[config.mk]
export PLATFORM = sky130hd
export DESIGN_NAME = mcCpuDatapath
export DESIGN_NICKNAME = d
export VERILOG_FILES = /design/src/rtl/mcPkg.sv /design/src/rtl/mcAlu.sv /design/src/rtl/mcRegFile.sv /design/src/rtl/mcControl.sv /design/src/rtl/mcDatapath.sv /design/src/rtl/mcCpuDatapath.sv
export SDC_FILE = /design/constraint.sdc
export NUM_CORES = 2
export LEC_CHECK = 0
export CORE_ASPECT_RATIO = 1.5
export CORE_UTILIZATION = 55
export CTS_BUF_LIST = sky130_fd_sc_hd__clkbuf_8
export DETAILED_ROUTE_END_ITERATION = 8
export PLACE_DENSITY = 0.79
export SYNTH_ARGS = -nofsm -noshare
export SYNTH_HDL_FRONTEND = slang
export SYNTH_SLANG_ARGS = --single-unit
[constraint.sdc]
create_clock -name clk -period 6.8 [get_ports clk]
set_input_delay 0.68 -clock clk [delete_from_list [all_inputs] [get_ports clk]]
set_output_delay 0.68 -clock clk [all_outputs]
set_load 0.1 [all_outputs]
[src/rtl/mcPkg.sv]
package mcPkg;
  localparam int XLEN  = 32;
  localparam int REG_N = 32;

  typedef enum logic [2:0] {
    ALU_ADD,
    ALU_SUB,
    ALU_AND,
    ALU_OR,
    ALU_SLT
  } aluOp_e;

  localparam logic [5:0] FN_ADD = 6'b100000;
  localparam logic [5:0] FN_SUB = 6'b100010;
  localparam logic [5:0] FN_AND = 6'b100100;
  localparam logic [5:0] FN_OR  = 6'b100101;
  localparam logic [5:0] FN_SLT = 6'b101010;

  localparam logic [1:0] SB_REG  = 2'b00;
  localparam logic [1:0] SB_FOUR = 2'b01;
  localparam logic [1:0] SB_IMM  = 2'b10;

  localparam logic [1:0] PCS_RES  = 2'b00;
  localparam logic [1:0] PCS_HELD = 2'b01;
  localparam logic [1:0] PCS_JUMP = 2'b10;

  typedef struct packed {
    logic       addrSel;
    logic       memRd;
    logic       memWr;
    logic       irLoad;
    logic       dstSel;
    logic       wbSel;
    logic       rfWe;
    logic       srcASel;
    logic [1:0] srcBSel;
    aluOp_e     aluOp;
    logic [1:0] pcSel;
    logic       pcWe;
    logic       pcWeBranch;
  } strobes_t;
endpackage

[src/rtl/mcAlu.sv]
module mcAlu
  import mcPkg::*;
#(
  parameter int W = XLEN
) (
  input  logic [W-1:0] opA,
  input  logic [W-1:0] opB,
  input  aluOp_e       op,
  output logic [W-1:0] res,
  output logic         zero
);
  always_comb begin
    case (op)
      ALU_SUB: res = opA - opB;
      ALU_AND: res = opA & opB;
      ALU_OR:  res = opA | opB;
      ALU_SLT: res = {{(W-1){1'b0}}, ($signed(opA) < $signed(opB))};
      default: res = opA + opB;
    endcase
  end

  assign zero = (res == '0);
endmodule

[src/rtl/mcRegFile.sv]
module mcRegFile
  import mcPkg::*;
#(
  parameter int W    = XLEN,
  parameter int NREG = REG_N
) (
  input  logic                    clk,
  input  logic                    rstN,
  input  logic [$clog2(NREG)-1:0] rAddrA,
  input  logic [$clog2(NREG)-1:0] rAddrB,
  output logic [W-1:0]            rdA,
  output logic [W-1:0]            rdB,
  input  logic                    we,
  input  logic [$clog2(NREG)-1:0] wAddr,
  input  logic [W-1:0]            wData
);
  localparam int AW = $clog2(NREG);

  logic [W-1:0] regs [NREG];

  always_ff @(posedge clk or negedge rstN) begin
    if (!rstN) begin
      for (int i = 0; i < NREG; i++) regs[i] <= '0;
    end else if (we && wAddr != '0) begin
      regs[wAddr] <= wData;
    end
  end

  assign rdA = (rAddrA == AW'(0)) ? '0 : regs[rAddrA];
  assign rdB = (rAddrB == AW'(0)) ? '0 : regs[rAddrB];

  AST_RF_WRITE: assert property (@(posedge clk) disable iff (!rstN)
    we && wAddr != '0 |=> (rAddrA != $past(wAddr)) || (rdA == $past(wData)));

  AST_RF_ZERO: assert property (@(posedge clk) disable iff (!rstN)
    we && wAddr == '0 |=> (rAddrB != '0) || (rdB == '0));
endmodule

[src/rtl/mcControl.sv]
module mcControl
  import mcPkg::*;
(
  input  logic       addrSel,
  input  logic       memRdEn,
  input  logic       memWrEn,
  input  logic       irLoad,
  input  logic       dstSel,
  input  logic       wbSel,
  input  logic       rfWe,
  input  logic       srcASel,
  input  logic [1:0] srcBSel,
  input  logic [1:0] aluMode,
  input  logic [1:0] pcSel,
  input  logic       pcWe,
  input  logic       pcWeBranch,
  input  logic [5:0] funct,
  output strobes_t   st
);
  aluOp_e fnOp;

  always_comb begin
    case (funct)
      FN_SUB:  fnOp = ALU_SUB;
      FN_AND:  fnOp = ALU_AND;
      FN_OR:   fnOp = ALU_OR;
      FN_SLT:  fnOp = ALU_SLT;
      default: fnOp = ALU_ADD;
    endcase
  end

  always_comb begin
    st.addrSel    = addrSel;
    st.memRd      = memRdEn;
    st.memWr      = memWrEn;
    st.irLoad     = irLoad;
    st.dstSel     = dstSel;
    st.wbSel      = wbSel;
    st.rfWe       = rfWe;
    st.srcASel    = srcASel;
    st.srcBSel    = srcBSel;
    st.pcSel      = pcSel;
    st.pcWe       = pcWe;
    st.pcWeBranch = pcWeBranch;
    case (aluMode)
      2'b00:   st.aluOp = ALU_ADD;
      2'b01:   st.aluOp = ALU_SUB;
      default: st.aluOp = fnOp;
    endcase
  end
endmodule

[src/rtl/mcDatapath.sv]
module mcDatapath
  import mcPkg::*;
#(
  parameter int W    = XLEN,
  parameter int NREG = REG_N
) (
  input  logic         clk,
  input  logic         rstN,
  input  strobes_t     st,
  input  logic [W-1:0] memRdata,
  output logic [W-1:0] memAddr,
  output logic [W-1:0] memWdata,
  output logic         memRdStrobe,
  output logic         memWrStrobe,
  output logic [5:0]   opcode,
  output logic [5:0]   funct,
  output logic [W-1:0] pcValue
);
  localparam int RAW = $clog2(NREG);
  localparam int IMMW = 16;

  logic [W-1:0] pc, ir, mdr, regA, regB, aluOut;
  logic [W-1:0] srcA, srcB, immExt, aluRes, pcNext, jumpTgt;
  logic [W-1:0] rdA, rdB, wData;
  logic [RAW-1:0] wAddr;
  logic aluZero, pcLoad;

  assign immExt  = {{(W-IMMW){ir[IMMW-1]}}, ir[IMMW-1:0]};
  assign srcA    = st.srcASel ? regA : pc;
  assign jumpTgt = {pc[W-1:28], ir[25:0], 2'b00};

  always_comb begin
    case (st.srcBSel)
      SB_REG:  srcB = regB;
      SB_FOUR: srcB = W'(4);
      SB_IMM:  srcB = immExt;
      default: srcB = immExt << 2;
    endcase
  end

  always_comb begin
    case (st.pcSel)
      PCS_HELD: pcNext = aluOut;
      PCS_JUMP: pcNext = jumpTgt;
      default:  pcNext = aluRes;
    endcase
  end

  assign pcLoad = st.pcWe | (st.pcWeBranch & aluZero);
  assign wAddr  = st.dstSel ? ir[11 +: RAW] : ir[16 +: RAW];
  assign wData  = st.wbSel ? mdr : aluOut;

  mcAlu #(.W(W)) u_alu (
    .opA (srcA),
    .opB (srcB),
    .op  (st.aluOp),
    .res (aluRes),
    .zero(aluZero)
  );

  mcRegFile #(.W(W), .NREG(NREG)) u_rf (
    .clk   (clk),
    .rstN  (rstN),
    .rAddrA(ir[21 +: RAW]),
    .rAddrB(ir[16 +: RAW]),
    .rdA   (rdA),
    .rdB   (rdB),
    .we    (st.rfWe),
    .wAddr (wAddr),
    .wData (wData)
  );

  always_ff @(posedge clk or negedge rstN) begin
    if (!rstN) begin
      pc     <= '0;
      ir     <= '0;
      mdr    <= '0;
      regA   <= '0;
      regB   <= '0;
      aluOut <= '0;
    end else begin
      if (pcLoad)    pc <= pcNext;
      if (st.irLoad) ir <= memRdata;
      mdr    <= memRdata;
      regA   <= rdA;
      regB   <= rdB;
      aluOut <= aluRes;
    end
  end

  assign memAddr     = st.addrSel ? aluOut : pc;
  assign memWdata    = regB;
  assign memRdStrobe = st.memRd;
  assign memWrStrobe = st.memWr;
  assign opcode      = ir[31:26];
  assign funct       = ir[5:0];
  assign pcValue     = pc;

  AST_IR_HOLD: assert property (@(posedge clk) disable iff (!rstN)
    !st.irLoad |=> $stable(ir));

  AST_PC_HOLD: assert property (@(posedge clk) disable iff (!rstN)
    !st.pcWe && !st.pcWeBranch |=> $stable(pc));

  AST_BRANCH_TAKEN: assert property (@(posedge clk) disable iff (!rstN)
    st.pcWeBranch && aluZero && st.pcSel == PCS_HELD |=> pc == $past(aluOut));

  AST_JUMP_UPPER: assert property (@(posedge clk) disable iff (!rstN)
    st.pcWe && st.pcSel == PCS_JUMP |=> pc[1:0] == 2'b00 && pc[W-1:28] == $past(pc[W-1:28]));

  AST_MDR_FOLLOW: assert property (@(posedge clk) disable iff (!rstN)
    rstN |=> mdr == $past(memRdata));

  AST_SLT_BIT: assert property (@(posedge clk) disable iff (!rstN)
    st.aluOp == ALU_SLT |-> aluRes[W-1:1] == '0);
endmodule

[src/rtl/mcCpuDatapath.sv]
module mcCpuDatapath
  import mcPkg::*;
#(
  parameter int W    = XLEN,
  parameter int NREG = REG_N
) (
  input  logic         clk,
  input  logic         rstN,
  input  logic         addrSel,
  input  logic         memRdEn,
  input  logic         memWrEn,
  input  logic         irLoad,
  input  logic         dstSel,
  input  logic         wbSel,
  input  logic         rfWe,
  input  logic         srcASel,
  input  logic [1:0]   srcBSel,
  input  logic [1:0]   aluMode,
  input  logic [1:0]   pcSel,
  input  logic         pcWe,
  input  logic         pcWeBranch,
  input  logic [W-1:0] memRdata,
  output logic [W-1:0] memAddr,
  output logic [W-1:0] memWdata,
  output logic         memRdStrobe,
  output logic         memWrStrobe,
  output logic [5:0]   opcode,
  output logic [5:0]   funct,
  output logic [W-1:0] pcValue
);
  strobes_t st;

  mcControl u_ctl (
    .addrSel   (addrSel),
    .memRdEn   (memRdEn),
    .memWrEn   (memWrEn),
    .irLoad    (irLoad),
    .dstSel    (dstSel),
    .wbSel     (wbSel),
    .rfWe      (rfWe),
    .srcASel   (srcASel),
    .srcBSel   (srcBSel),
    .aluMode   (aluMode),
    .pcSel     (pcSel),
    .pcWe      (pcWe),
    .pcWeBranch(pcWeBranch),
    .funct     (funct),
    .st        (st)
  );

  mcDatapath #(.W(W), .NREG(NREG)) u_dp (
    .clk        (clk),
    .rstN       (rstN),
    .st         (st),
    .memRdata   (memRdata),
    .memAddr    (memAddr),
    .memWdata   (memWdata),
    .memRdStrobe(memRdStrobe),
    .memWrStrobe(memWrStrobe),
    .opcode     (opcode),
    .funct      (funct),
    .pcValue    (pcValue)
  );
endmodule

==> run_results.csv <==
group,metric,value,unit
yosys,netlist_area,0.0652,mm2
global_route,grt_antenna_before_repair,12,
placement,dpl_cell_area,0.0687,mm2
timing,max_freq,0.181,GHz
drt,vias,50700,
yosys,synth-main-ff-cell,"dfrtp_1",
critical_path,crit_required,7.57,ns
finish,final_core_util,61.6,%
yosys,synth_top_area_share,46.6,%
finish,final_area,0.0725,mm2
yosys,yosysSeqAreaShare,46.6,%
clocking,cts_buffers,172,
timing,relSlewSlack,11.5,%
critical_path,timing.rr.start,"u_dp.ir[3]",
drt,drtIter0Drc,6464,
worst_hold_path,min_from,"memRdata[29]",
yosys,synth_top_cell_by_area,"dfrtp_1",
die,die_w,283,um
worst_hold_path,holdPathStages,1,
critical_path,r2r-end,"u_dp.pcValue[6]",
drt,wirelength,215,mm
finish,seqCellArea,0.0305,mm2
critical_path,cp_top_family,"compound AO/OA/AOI/OAI gates",
clocking,post_cts_resized,0,
yosys,synthDistinctLibCells,81,
critical_path,startpoint_type,"flip-flop",
critical_path,cp.buffers_inverters,4,
timing,hold_viol,0,
drt,route.detailed.drc,0,
die,start_util,55.5,%
clocking,post-cts-setup-buffers,0,
pwr,ir_drop,0.337,mV
die,io_pins,160,
finish,drive_above_1_share,22.9,%
critical_path,reg2regPathDepth,17,
placement,port-buffer-count,155,
clocking,path_clk_slew,0.07,ns
yosys,synth_cells,5784,
finish,area_growth_syn_to_layout,11.1,%
yosys,avgSynthCellArea,11.3,um2
timing,fin_tns_setup,0,ns
critical_path,crit_chain,"mux2_2 -> a22o_1 -> ha_1 -> inv_1 -> a211oi_1 -> a21oi_1 -> buf_4 -> nor4_1 -> nor3_1 -> buf_4 -> or3_1 -> a22oi_1 -> nor4b_1 -> and4bb_1 -> a41oi_4 -> buf_12 -> mux2_4",
timing,finalSetupViolCount,0,
die,coreArea,0.118,mm2
critical_path,critPathKind,"reg2reg",
drt,drt-vias-per-instance,6.80,
finish,multi_input_area,0.0324,mm2
timing,setup_slack,1.26,ns
clocking,htreeDepth,4,
finish,fin_nets,5896,
global_route,grt_pass1_vias,51800,
timing,period_share,81.4,%
timing,slew_violations,0,
critical_path,crit_top_cell,"buf_4",
drt,dr.pass1.iters,6,
die,std_cell_rows,154,
worst_hold_path,min_delay_worst_endpoint,"u_dp.mdr[29]",
critical_path,crit_fanout,20,
clocking,cts-root-buf,"clkbuf_8",
pwr,powerDensity,491,mW/mm2
yosys,yosys_warnings,0,
global_route,grt_start_max_net_pins,178,
clocking,clock_path_buffers,3,
global_route,track_usage,36.4,%
yosys,synth_seq_cells,1216,
yosys,post-synth-top-count-cell,"dfrtp_1",
critical_path,cp.arrival,6.31,ns
run_status,status,"finished clean",
drt,antenna_left,0,
die,die-area,0.120,mm2
clocking,insertion_delay,0.90,ns
drt,wire_per_inst,28.9,um
placement,pre_cts_slack,0.508,ns
critical_path,rrSetupSlack,1.26,ns
yosys,postSynthNetCount,5934,
clocking,clock-sinks,1216,
critical_path,slowest_delay,0.67,ns
timing,tightest_slew,1.32,ns
pwr,p_leak,0.0302,uW
run,drv_cap,0,
yosys,synth-edff-count,0,
global_route,grt_pass1_wl,323,mm
timing,finClkSkew,0.0282,ns
timing,fin_crit,5.54,ns
global_route,grt-ovfl-total,0,
placement,gp_congestion,0.987,
critical_path,cp_slowest_cell,"dfrtp_1",
worst_hold_path,hp-class,"in2reg",
finish,fill_cells,8730,
yosys,async_reset_ff_share,100,%
yosys,synthTopCellsByArea,"dfrtp_1, mux4_2, a21oi_1",
placement,post-dp-hpwl,136,mm
timing,hold_slack,0.249,ns
clocking,cts_tree,"yes",
timing,rsz0062_at_grt,"false",
critical_path,crit_path_end_kind,"flip-flop",
yosys,synth_commonest_cells,"dfrtp_1, nor2_1, a21oi_1",
die,die_y,424,um
-- worst reg2reg max path, delay by kind of cell, from the launching register on --
kind / cells / cell delay, ns
buf+inv: 4 / 0.78
mux: 2 / 0.77
fa+ha+maj: 1 / 0.53
flops: 1 / 0.67
simple gates: 5 / 1.32
compound gates: 5 / 1.34
-- sequential cells by signal (all words and copies together), names as in the netlist --
name,cells
u_dp.aluOut,32
u_dp.ir,32
u_dp.mdr,32
u_dp.memWdata,32
u_dp.pcValue,32
u_dp.regA,32
u_dp.u_rf.regs,1024
-- cell usage in the layout, fill, tap and decap left out, types with 17 or more instances in the layout --
| cell | instances |
|---|---|
| clkinv_2 | 22 |
| nand3_1 | 18 |
| nor3_1 | 21 |
| a21o_1 | 36 |
| nor2b_1 | 17 |
| nor2_1 | 1167 |
| a211oi_1 | 19 |
| buf_4 | 206 |
| clkdlybuf4s50_1 | 150 |
| mux2i_2 | 30 |
| clkbuf_8 | 225 |
| a22oi_1 | 29 |
| mux2_2 | 103 |
| nand2_1 | 101 |
| mux4_2 | 640 |
| a21oi_1 | 1091 |
| ha_1 | 97 |
| mux2i_1 | 74 |
| o21ai_0 | 71 |
| nor2_4 | 20 |
| dfrtp_1 | 1205 |
| inv_1 | 156 |
-- routing by layer --
metal  routed length [um]  vias up  GRT usage (%)  share of wire, %
li1                     -    21000              -                 -
met1                72700    25600           44.1                34
met2               104000     3198           58.3                48
met3                21400      859           7.51               9.9
met4                17500        2           26.3               8.1
met5                   13        -              0            0.0060
-- final cells by class --
type,count,area share [%]
Clock inverter,90,0.915
Timing Repair Buffer,376,4.68
Multi-Input combinational cell,3867,44.8
Inverter,113,0.585
Clock buffer,225,4.27
Tap cell,1560,2.69
Sequential cell,1216,42.0
Antenna cell,10,0.0345
-- worst max-delay path by stage --
stage | startpoint | to | slack (ns) | depth (start not counted)
after global placement | srcBSel[0] | u_dp.pcValue[6] | 0.59 | 18
after detailed placement | srcBSel[0] | u_dp.pcValue[8] | 0.51 | 19
after CTS | u_dp.ir[3] | u_dp.pcValue[6] | 1.38 | 17
final | u_dp.ir[3] | u_dp.pcValue[6] | 1.26 | 17
after global routing | u_dp.ir[3] | u_dp.pcValue[8] | 1.15 | 17
after floorplan | u_dp.ir[0] | u_dp.pcValue[17] | 1.62 | 21
-- where the power goes --
group	internal, uW	total [uW]	switching, uW
Sequential	10600	13600	3000
Clock	3290	6220	2930
Combinational	7010	15800	8750
Total	20900	35600	14700
-- through the flow --
stage	std cells	power (uW)
detailed placement	7131	29100
CTS	7447	35300
global route	7454	37300
global placement	7131	28300
finish	7457	35600
floorplan	5784	24000
-- cells by family (layout without fill, tap and decap cells) --
| family | after synthesis | after routing | synth area share [%] |
|---|---|---|---|
| and+or+nand+nor | 1443 | 1443 | 8.88 |
| buffers and inverters | 701 | 804 | 4.21 |
| xor gates and xnor gates | 9 | 9 | 0.121 |
| adders and majority gates | 100 | 100 | 1.94 |
| AOI/OAI and AO/OA | 1464 | 1464 | 12.7 |
| other | 0 | 10 | 0 |
| DFF | 1216 | 1216 | 46.6 |
| muxes | 851 | 851 | 25.5 |
-- what timing repair did --
item | in CTS | in global routing
hold buffers | 1 | 0
endpoints found under the setup margin | 0 | 0
endpoints found under the hold margin | 116 | 0
Power figures use the tool's default switching activity.
